### src/rtl/sponge_seq_pkg.sv
package sponge_seq_pkg;

  localparam int CMD_W  = 6;
  localparam int MODE_W = 2;
  localparam int STR_W  = 3;
  localparam int RATE_W = 11;
  localparam int ERR_W  = 2;
  localparam int N_CMDS = 4;

  localparam logic [CMD_W-1:0] CODE_START   = 6'h1D;
  localparam logic [CMD_W-1:0] CODE_PROCESS = 6'h2E;
  localparam logic [CMD_W-1:0] CODE_RUN     = 6'h31;
  localparam logic [CMD_W-1:0] CODE_DONE    = 6'h16;

  localparam logic [MODE_W-1:0] MODE_SHA3     = 2'd0;
  localparam logic [MODE_W-1:0] MODE_RESERVED = 2'd1;
  localparam logic [STR_W-1:0]  STR_MAX       = 3'd4;

  typedef enum logic [1:0] {
    PH_IDLE    = 2'd0,
    PH_ABSORB  = 2'd1,
    PH_SQUEEZE = 2'd2
  } phase_e;

  typedef enum logic [ERR_W-1:0] {
    ERR_NONE = 2'd0,
    ERR_CMD  = 2'd1,
    ERR_CFG  = 2'd2
  } err_e;

  typedef struct packed {
    logic done;
    logic run;
    logic process;
    logic start;
  } cmd_vec_t;

  function automatic logic [RATE_W-1:0] rate_of(input logic [STR_W-1:0] s);
    logic [RATE_W-1:0] r;
    case (s)
      3'd0:    r = 11'd1344;
      3'd1:    r = 11'd1152;
      3'd2:    r = 11'd1088;
      3'd3:    r = 11'd832;
      3'd4:    r = 11'd576;
      default: r = '0;
    endcase
    return r;
  endfunction

endpackage

### src/rtl/seq_cmd_decode.sv
module seq_cmd_decode
  import sponge_seq_pkg::*;
(
  input  logic             we_i,
  input  logic [CMD_W-1:0] code_i,
  output cmd_vec_t         hit_o,
  output logic             reserved_o
);

  localparam logic [N_CMDS*CMD_W-1:0] CODE_TABLE =
    {CODE_DONE, CODE_RUN, CODE_PROCESS, CODE_START};

  logic [N_CMDS-1:0] match;

  for (genvar i = 0; i < N_CMDS; i++) begin : g_match
    assign match[i] = we_i && (code_i == CODE_TABLE[i*CMD_W +: CMD_W]);
  end

  assign hit_o      = cmd_vec_t'(match);
  assign reserved_o = we_i && (match == '0);

endmodule

### src/rtl/seq_cfg_store.sv
module seq_cfg_store
  import sponge_seq_pkg::*;
(
  input  logic              clk,
  input  logic              rst_n,
  input  logic              open_i,
  input  logic              we_i,
  input  logic [MODE_W-1:0] mode_i,
  input  logic [STR_W-1:0]  str_i,
  input  logic              ovr_i,
  output logic [MODE_W-1:0] mode_o,
  output logic [STR_W-1:0]  str_o,
  output logic              legal_o
);

  logic              upd;
  logic [MODE_W-1:0] mode_q, eff_mode;
  logic [STR_W-1:0]  str_q, eff_str;
  logic              ovr_q, eff_ovr;
  logic              mode_ok, str_ok, pair_ok;

  assign upd = we_i && open_i;

  always_ff @(posedge clk or negedge rst_n) begin
    if (!rst_n) begin
      mode_q <= MODE_SHA3;
      str_q  <= '0;
      ovr_q  <= 1'b0;
    end else if (upd) begin
      mode_q <= mode_i;
      str_q  <= str_i;
      ovr_q  <= ovr_i;
    end
  end

  // A write accepted this cycle is forwarded to the legality check.
  always_comb begin
    eff_mode = upd ? mode_i : mode_q;
    eff_str  = upd ? str_i  : str_q;
    eff_ovr  = upd ? ovr_i  : ovr_q;
    mode_ok  = (eff_mode != MODE_RESERVED);
    str_ok   = (eff_str <= STR_MAX);
    pair_ok  = (eff_mode == MODE_SHA3) || (eff_str == 3'd0) || (eff_str == 3'd2);
    legal_o  = mode_ok && str_ok && (pair_ok || eff_ovr);
  end

  assign mode_o = mode_q;
  assign str_o  = str_q;

endmodule

### src/rtl/seq_phase_fsm.sv
module seq_phase_fsm
  import sponge_seq_pkg::*;
(
  input  logic             clk,
  input  logic             rst_n,
  input  cmd_vec_t         hit_i,
  input  logic             reserved_i,
  input  logic             cfg_legal_i,
  output phase_e           phase_o,
  output cmd_vec_t         strobe_o,
  output logic             err_pulse_o,
  output logic [ERR_W-1:0] err_code_o
);

  phase_e           ph_q, ph_d;
  cmd_vec_t         stb_q, stb_d;
  logic             err_q, err_d;
  logic [ERR_W-1:0] code_q, code_d;
  logic             cmd_bad;

  always_comb begin
    ph_d    = ph_q;
    stb_d   = '0;
    err_d   = 1'b0;
    code_d  = code_q;
    cmd_bad = reserved_i;
    unique case (ph_q)
      PH_IDLE: begin
        if (hit_i.start) begin
          if (cfg_legal_i) begin
            ph_d        = PH_ABSORB;
            stb_d.start = 1'b1;
            code_d      = ERR_NONE;
          end else begin
            err_d  = 1'b1;
            code_d = ERR_CFG;
          end
        end else if (hit_i.process || hit_i.run || hit_i.done) begin
          cmd_bad = 1'b1;
        end
      end
      PH_ABSORB: begin
        if (hit_i.process) begin
          ph_d          = PH_SQUEEZE;
          stb_d.process = 1'b1;
        end else if (hit_i.start || hit_i.run || hit_i.done) begin
          cmd_bad = 1'b1;
        end
      end
      PH_SQUEEZE: begin
        if (hit_i.run) begin
          stb_d.run = 1'b1;
        end else if (hit_i.done) begin
          ph_d       = PH_IDLE;
          stb_d.done = 1'b1;
        end else if (hit_i.start || hit_i.process) begin
          cmd_bad = 1'b1;
        end
      end
      default: ph_d = PH_IDLE;
    endcase
    if (cmd_bad) begin
      err_d  = 1'b1;
      code_d = ERR_CMD;
    end
  end

  always_ff @(posedge clk or negedge rst_n) begin
    if (!rst_n) begin
      ph_q   <= PH_IDLE;
      stb_q  <= '0;
      err_q  <= 1'b0;
      code_q <= ERR_NONE;
    end else begin
      ph_q   <= ph_d;
      stb_q  <= stb_d;
      err_q  <= err_d;
      code_q <= code_d;
    end
  end

  assign phase_o     = ph_q;
  assign strobe_o    = stb_q;
  assign err_pulse_o = err_q;
  assign err_code_o  = code_q;

endmodule

### src/rtl/sponge_cmd_seq.sv
module sponge_cmd_seq
  import sponge_seq_pkg::*;
(
  input  logic              clk,
  input  logic              rst_n,
  input  logic              cmd_we,
  input  logic [CMD_W-1:0]  cmd_data,
  input  logic              cfg_we,
  input  logic [MODE_W-1:0] cfg_mode,
  input  logic [STR_W-1:0]  cfg_strength,
  input  logic              cfg_override,
  output logic              core_start,
  output logic              core_process,
  output logic              core_run,
  output logic              core_done,
  output logic              st_idle,
  output logic              st_absorb,
  output logic              st_squeeze,
  output logic              cfg_wr_en,
  output logic [MODE_W-1:0] cur_mode,
  output logic [STR_W-1:0]  cur_strength,
  output logic [RATE_W-1:0] rate_bits,
  output logic              err_pulse,
  output logic [ERR_W-1:0]  err_code
);

  cmd_vec_t hit, strobe;
  logic     reserved, cfg_legal;
  phase_e   phase;

  seq_cmd_decode u_dec (
    .we_i       (cmd_we),
    .code_i     (cmd_data),
    .hit_o      (hit),
    .reserved_o (reserved)
  );

  seq_cfg_store u_cfg (
    .clk     (clk),
    .rst_n   (rst_n),
    .open_i  (cfg_wr_en),
    .we_i    (cfg_we),
    .mode_i  (cfg_mode),
    .str_i   (cfg_strength),
    .ovr_i   (cfg_override),
    .mode_o  (cur_mode),
    .str_o   (cur_strength),
    .legal_o (cfg_legal)
  );

  seq_phase_fsm u_fsm (
    .clk         (clk),
    .rst_n       (rst_n),
    .hit_i       (hit),
    .reserved_i  (reserved),
    .cfg_legal_i (cfg_legal),
    .phase_o     (phase),
    .strobe_o    (strobe),
    .err_pulse_o (err_pulse),
    .err_code_o  (err_code)
  );

  assign st_idle      = (phase == PH_IDLE);
  assign st_absorb    = (phase == PH_ABSORB);
  assign st_squeeze   = (phase == PH_SQUEEZE);
  assign cfg_wr_en    = st_idle;
  assign core_start   = strobe.start;
  assign core_process = strobe.process;
  assign core_run     = strobe.run;
  assign core_done    = strobe.done;
  assign rate_bits    = rate_of(cur_strength);

endmodule

### config.mk
export PLATFORM = sky130hd
export DESIGN_NAME = sponge_cmd_seq
export DESIGN_NICKNAME = d
export VERILOG_FILES = /design/src/rtl/sponge_seq_pkg.sv /design/src/rtl/seq_cmd_decode.sv /design/src/rtl/seq_cfg_store.sv /design/src/rtl/seq_phase_fsm.sv /design/src/rtl/sponge_cmd_seq.sv
export SDC_FILE = /design/constraint.sdc
export NUM_CORES = 1
export LEC_CHECK = 0
export BUFFER_PORTS_ARGS = -buffer_cell sky130_fd_sc_hd__buf_2
export CAP_MARGIN = 25
export CORE_MARGIN = 5
export CORE_UTILIZATION = 30
export CTS_CLUSTER_DIAMETER = 150
export DETAILED_ROUTE_END_ITERATION = 6
export SLEW_MARGIN = 15
export SYNTH_ARGS = -nofsm -noshare
export SYNTH_HDL_FRONTEND = slang
export SYNTH_SLANG_ARGS = --single-unit
### constraint.sdc
create_clock -name clk -period 2.4 [get_ports clk]
set_input_delay 0.24 -clock clk [delete_from_list [all_inputs] [get_ports clk]]
set_output_delay 0.24 -clock clk [all_outputs]
set_load 0.01 [all_outputs]
==> impl_summary.txt, run 1 <==
----------------------------------------------------
[Final layout]
  Post-route cell area ... between 1000 and 1500 sq um
  Count of filler cells inserted in the layout ... approximately 300
  Number of antenna diodes ... 0
  Area grow syn2layout ... 24.85%
  Core occupancy in the finished layout ... about two fifths
  Share of final-layout standard cells stronger than drive strength 1 ... around 40%
  Number of nets in the layout ... 139

[Pwr]
  P_leak ... around 0.55 nW
  Worst vdd ir ... 520.5 uV
  Cell-internal power ... roughly 540 uW
  Combinational fraction of design power ... just over 40%
  Clock Power Share ... between 10% and 20%
  Power Dens Cells ... between 800 and 900 nW/um^2
  Fraction of power spent switching nets ... 37.00%
  NetSw ... 315.6 uW
  Sequential power share ... a little over two fifths

[Synthesis]
  Proportion of netlist area held by the largest area contributor ... 45.18%
  Gate count of the mapped netlist ... 85
  Ranking of synthesized cells by area ... sky130_fd_sc_hd__dfrtp_1 (45%), sky130_fd_sc_hd__mux2_2 (6.8%), sky130_fd_sc_hd__buf_4 (6.3%)
  Async set-reset flop share out of synthesis ... between 90% and 100%
  Synth Flop Type ... sky130_fd_sc_hd__dfrtp_1
  Portion of the post-synthesis area used by sequential elements ... 45.18%
  Number of distinct library cells after synthesis ... 33
  Post-synthesis sequential element count ... 15
  Main combinational cell family by area after synthesis ... simple AND/OR/NAND/NOR gates
  Mean area per synthesized cell ... roughly 9.8 sq um
  Synthesis Warnings ... 0
  Simple-gate portion of the synthesized area ... around 25%
  Number of flops mapped to enable cells by yosys ... 0
  Biggest area consumer among synthesized cells ... sky130_fd_sc_hd__dfrtp_1
  Compound-gate portion of the synthesized area ... about a tenth
  Most common cell in the synthesized netlist ... sky130_fd_sc_hd__dfrtp_1
  Synthesized-area fraction occupied by xor and xnor cells ... 0%
  Adder-cell area share of the yosys netlist ... 0%
  Commonest cells post-synth ... sky130_fd_sc_hd__dfrtp_1 (15), sky130_fd_sc_hd__nand2_1 (11), sky130_fd_sc_hd__buf_4 (7), sky130_fd_sc_hd__nor2_1 (7), sky130_fd_sc_hd__mux2_2 (5)
  Mapped Area ... approximately 830 sq um
  Mux cell area share after synthesis ... a little under a tenth

[GRT]
  Number of global-route vias before repair ... between 700 and 800
  Antenna violations before repair ... 0
  Combined global-route utilization of all metal layers ... between 10% and 20%
  Maximum number of pins on one net before global-route repair ... 16
  First-pass GRT wire length ... 3.298 mm
  Overflow after GRT ... 0

[Hold path]
  Hold Crit Class ... in -> reg
  Start point of the worst hold path ... cfg_strength[1]

[Floorplan]
  Standard-cell rows ... 19
  Die span in x ... 62.63 um
  Starting utilization of the core area ... between 30% and 40%
  Die extent in y ... about 63 um
  Die outline area ... a little under 4000 sq um
  Top-level port count ... 43
  Floorplan Core Area ... between 2000 and 3000 sq um

[Detailed routing]
  Wire length reported by the detailed router ... ~1.9 mm
  Count of routing violations after the opening detailed-route iteration ... 65
  Wire length per cell after detailed routing ... approximately 12 um
  Antenna-violating nets left ... 0
  Detailed-route DRC error count ... 0
  Post-detailed-route via-to-cell ratio ... around 4.8
  Via count of the routed design ... 729
  First-pass DRT Iterations ... 4

[Critical path]
  Launch point of the critical path ... u_cfg.str_o[0]
  CP required ... 2.16 ns
  Reg-to-reg startpoint ... u_fsm.phase_o[0]
  Data arrival time of the critical path ... 1.35 ns
  Biggest fanout along the worst timing path ... 8
  Largest stage delay on the critical path ... 0.45 ns
  Critical path, cell by cell ... or2_2, mux2i_1, buf_2
  Standard cell with the maximum stage delay on the critical path ... sky130_fd_sc_hd__dfrtp_1
  Worst reg-to-reg setup slack ... 0.83 ns
  Sort of element at the end of the critical path ... output pin
  Kind of launch point of the worst setup path ... register
  Critical setup path kind ... reg -> out

[Clocking]
  Htree depth ... 1
  Clock latency at the later pin of the worst-skew pair ... ~0.27 ns
  CTS tree ... done
  Number of CTS-inserted buffers ... 3
  Number of sinks on the clock net ... 15
  Clock-pin transition on the worst setup and hold timing paths ... about 0.08 ns
  CTS max path bufs ... 2
  Post-CTS setup-driven buffer insertion count ... 0
  CTS Root Buffer Type ... sky130_fd_sc_hd__clkbuf_4

[Run]
  Count of maximum capacitance violations ... 0

[Placement]
  RePlAce Congestion ... around 0.8
  Post-place instance area ... 1001 sq um
  Estimated wirelength of the detail-placed design ... ~1.6 mm
  Port Buf Inserts ... 36

[Timing]
  Hold slack final ... about 0.22 ns
  Post-Route Setup TNS ... 0 ns
  Finish-stage setup viols ... 0
  RSZ-0062 raised after global routing ... no
  Setup skew after layout ... ~0.0014 ns
  Final number of max-transition violations ... 0
  Maximum frequency from static timing analysis ... ~0.63 GHz
  Final critical path time including I/O delays and setup ... ~1.6 ns
  Final cycle utilization of the critical path ... 66.17%
  Final hold violation count ... 0

[Outcome]
  Outcome ... completed

----------------------------------------------------
-- stage by stage --
| stage | std cells | setup WS [ns] | power (mW) |
|---|---|---|---|
| 6_report | 153 | 0.8118 | 0.8531 |
| 3_3_place_gp | 148 | 0.8923 | 0.7199 |
| 5_1_grt | 153 | 0.6881 | 0.9212 |
| 4_1_cts | 153 | 0.7983 | 0.8658 |
| 2_1_floorplan | 90 | 0.9691 | 0.5971 |
| 3_5_place_dp | 148 | 0.8294 | 0.7249 |
-- worst max-delay path, delay by kind of cell (launching register included) --
| kind | cells | cell delay, ns |
|---|---|---|
| DFF | 1 | 0.45 |
| muxes | 1 | 0.14 |
| buffers and inverters | 1 | 0.15 |
| and+or+nand+nor | 1 | 0.34 |
-- state kept, by name, summed over array words and instances (netlist names) --
register and count:
u_cfg.ovr_q 1, u_fsm.strobe_o 4, u_fsm.err_code_o 2, u_fsm.phase_o 2
u_fsm.err_pulse_o 1, u_cfg.mode_o 2, u_cfg.str_o 3
-- path summary, 6_finish.rpt --
check                                       to  cells past startpoint
max                               rate_bits[9]                      3
min                             u_cfg.str_o[1]                      2
max reg2reg                u_fsm.err_code_o[1]                      5
min reg2reg                u_fsm.err_code_o[0]                      2
max in group asynchronous    u_fsm.err_pulse_o                      2
min in group asynchronous          u_cfg.ovr_q                      2
-- layout make-up --
| type | count | area, sq um | area share (%) |
|---|---|---|---|
| clock buffers | 4 | 26.28 | 2.533 |
| inverters | 4 | 15.01 | 1.448 |
| multi-input cells | 62 | 391.6 | 37.76 |
| flip-flops and latches | 15 | 375.4 | 36.19 |
| well taps | 31 | 38.79 | 3.739 |
| repair buffers | 37 | 190.2 | 18.34 |
-- power by group through the flow --
| stage | registers, mW | logic, mW | clock network [mW] |
|---|---|---|---|
| 2_1_floorplan | 0.366 | 0.231 | 0 |
| 3_3_place_gp | 0.369 | 0.351 | 0 |
| 3_5_place_dp | 0.371 | 0.354 | 0 |
| 4_1_cts | 0.366 | 0.357 | 0.142 |
| 5_1_grt | 0.381 | 0.387 | 0.154 |
| 6_report | 0.365 | 0.352 | 0.137 |
-- cell usage in the layout (no fill, tap or decap), drive strengths merged, types with 2 or more instances in the layout --
cell type,count
mux2i,2
nor2,8
conb,6
clkbuf,4
nand2,11
nand4bb,2
mux2,5
nand3,4
a21oi,2
o21ai,3
dfrtp,15
inv,4
nand2b,3
buf,36
-- per-layer routing --
layer  share of wire, %  up-vias  GRT usage, %
li1                   -      359             -
met1                 41      336         11.85
met2                 47       30         16.84
met3                9.6        4         3.957
met4                1.8        0         3.979
met5                  0        -             0
-- cell families after synthesis --
logic type / Yosys count
AND/OR/NAND/NOR: 37
flip-flops: 15
buffers and inverters: 13
AO/OA/AOI/OAI: 12
multiplexers: 7
other: 1
-- what timing repair did --
| action | CTS | global route |
|---|---|---|
| hold buffers | 1 | 0 |
| hold endpoints to repair | 15 | 0 |
| gates resized for setup | 0 | 0 |
No activity file was read; power rests on OpenSTA's default activity.
==> run 2: changes to the inputs <==
Clock period 2.4 ns to 1.3 ns, I/O delays scaled along.
==> impl_summary.txt, run 2 (synthesis results as in run 1) <==
----------------------------------------------------
[Final layout]
  Most common library cell in the layout ignoring fill and taps ... sky130_fd_sc_hd__buf_2
  Area grow syn2layout ... 46.24%
  Commonest cells after routing, fill and taps aside ... sky130_fd_sc_hd__buf_2 (33), sky130_fd_sc_hd__dfrtp_1 (13), sky130_fd_sc_hd__nand2_1 (11)
  Max reg flops ... 4
  Number of nets in the layout ... between 150 and 200
  Number of antenna diodes ... 0
  Share of final-layout standard cells stronger than drive strength 1 ... a little over half

[Critical path]
  Standard cell with the maximum stage delay on the critical path ... sky130_fd_sc_hd__or3b_4
  Critical path, cell by cell ... or3b_4, o21ai_2, o22a_4, nand4_1, a21boi_1
  Critical setup path kind ... reg -> reg
  Capture point of the worst reg-to-reg path ... u_fsm.err_code_o[1]
  Number of cell instances on the worst register-to-register path ... 5
  Biggest fanout along the worst timing path ... 4
  Combined buffer and inverter count along the critical path ... 0
  Worst reg-to-reg setup slack ... -0.08 ns
  Largest stage delay on the critical path ... between 0.4 and 0.5 ns
  Reg-to-reg startpoint ... u_fsm.phase_o[0]
  Data arrival time of the critical path ... between 1.5 and 2 ns
  CP required ... about 1.5 ns
  Cell type group with the largest total delay on the critical path ... simple AND/OR/NAND/NOR gates
  Sort of element at the end of the critical path ... register
  Kind of launch point of the worst setup path ... register

[Clocking]
  Clock-pin transition on the worst setup and hold timing paths ... 0.08 ns
  Number of sinks on the clock net ... 15
  Htree depth ... 1
  CTS tree ... done
  CTS max path bufs ... 2
  Clock latency at the later pin of the worst-skew pair ... about 0.27 ns
  CTS Root Buffer Type ... sky130_fd_sc_hd__clkbuf_4
  Number of CTS-inserted buffers ... 3

[GRT]
  Antenna violations before repair ... 0
  Maximum number of pins on one net before global-route repair ... 16
  Overflow after GRT ... 0
  First-pass GRT wire length ... roughly 3.6 mm
  Combined global-route utilization of all metal layers ... a little under an eighth
  Number of global-route vias before repair ... ~850

[Detailed routing]
  Antenna-violating nets left ... 0
  Wire length per cell after detailed routing ... ~12 um
  Wire length reported by the detailed router ... between 2 and 2.5 mm
  Via count of the routed design ... 789
  Post-detailed-route via-to-cell ratio ... between 4 and 5
  Detailed-route DRC error count ... 0
  First-pass DRT Iterations ... 4
  Count of routing violations after the opening detailed-route iteration ... 17

[Placement]
  Estimated wirelength of the detail-placed design ... between 1.5 and 2 mm
  Worst setup slack before clock tree synthesis ... -0.1429 ns
  RePlAce Congestion ... roughly 0.76
  Port Buf Inserts ... 36

[Hold path]
  Number of cells traversed by the worst hold path ... 2
  Hold Crit Class ... in -> reg
  Hold path endpoint ... u_cfg.mode_o[0]
  Start point of the worst hold path ... cfg_mode[0]

[Timing]
  Maximum frequency from static timing analysis ... 0.7252 GHz
  Final hold violation count ... 0
  Post-route setup slack ... -0.07888 ns
  Final number of max-transition violations ... 0
  Finish-stage setup viols ... 12
  Final cycle utilization of the critical path ... 106.1%
  Setup skew after layout ... between 0.0015 and 0.002 ns
  Final critical path time including I/O delays and setup ... between 1 and 1.5 ns
  RSZ-0062 raised after global routing ... yes

[Floorplan]
  Top-level port count ... 43
  Starting utilization of the core area ... 30.66%
  Floorplan Core Area ... 2710 sq um
  Die span in x ... roughly 63 um
  Die outline area ... approximately 4000 sq um
  Die extent in y ... 62.63 um
  Standard-cell rows ... 19

[Pwr]
  Worst vdd ir ... between 900 and 1000 uV
  P_leak ... around 0.62 nW
  Total power after layout ... around 1.9 mW
  Power Dens Cells ... between 1500 and 2000 nW/um^2

[Run]
  Count of maximum capacitance violations ... 0

[Outcome]
  Outcome ... complete, but fails checks
  Violations in the final reports ... setup timing

----------------------------------------------------
-- run 2: final cells by class --
type / instances / area, sq um
Multi-Input combinational cell: 62 / 436.7
Fill cell: 280 / 1495
Inverter: 4 / 17.52
Timing Repair Buffer: 50 / 317.8
Clock buffer: 4 / 26.28
Tap cell: 31 / 38.79
Sequential cell: 15 / 377.9
-- run 2: worst max-delay path by stage --
stage | from | endpoint | slack, ns | cells after the start
2_1_floorplan | u_fsm.phase_o[1] | u_fsm.err_code_o[1] | -0.12 | 6
3_3_place_gp | u_fsm.phase_o[0] | u_fsm.err_code_o[1] | -0.09 | 5
3_5_place_dp | u_fsm.phase_o[1] | u_fsm.err_code_o[1] | -0.14 | 5
4_1_cts | u_fsm.phase_o[1] | u_fsm.err_code_o[1] | -0.09 | 5
5_1_grt | u_fsm.phase_o[0] | u_fsm.err_code_o[1] | -0.21 | 5
6_report | u_fsm.phase_o[0] | u_fsm.err_code_o[1] | -0.08 | 5
-- run 2: worst reg2reg max path, delay by kind of cell, from the launching register on --
kind,cells,cell delay (ns)
AND/OR/NAND/NOR,2,0.52
flip-flops,1,0.41
AO/OA/AOI/OAI,3,0.38
-- run 2: report_power, final --
group | switching (mW) | internal [mW] | total [mW]
Combinational | 0.472 | 0.509 | 0.981
Clock | 0.137 | 0.119 | 0.255
Sequential | 0.0596 | 0.561 | 0.621
-- run 2: routing by layer --
| metal | vias up | wire [um] | GRT usage [%] |
|---|---|---|---|
| met5 | - | 0 | 0 |
| met4 | 0 | 15 | 4.509 |
| met3 | 4 | 176 | 4.676 |
| met2 | 34 | 979 | 18.65 |
| met1 | 370 | 868 | 12.83 |
| li1 | 381 | - | - |
-- run 2: what timing repair did --
action,in CTS,in global routing
gates cloned,0,0
gates resized for setup,11,8
pin swaps,1,6
setup buffers,3,1
hold endpoints to repair,15,0
hold buffers,1,0
endpoints found under the setup margin,17,20
-- run 2: through the flow --
stage	instances	util (%)	setup TNS, ns	hold slack (ns)	instance area (sq um)
final	166	44.83	-0.5955	0.1130	1215
after floorplan	90	-	-0.3256	-0.1656	852.1
after detailed placement	157	39.52	-0.8844	0.05686	1071
after global placement	157	39.52	-0.6205	0.05220	1071
after CTS	165	43.21	-0.6806	0.1021	1171
after global routing	166	44.83	-1.400	0.1081	1215
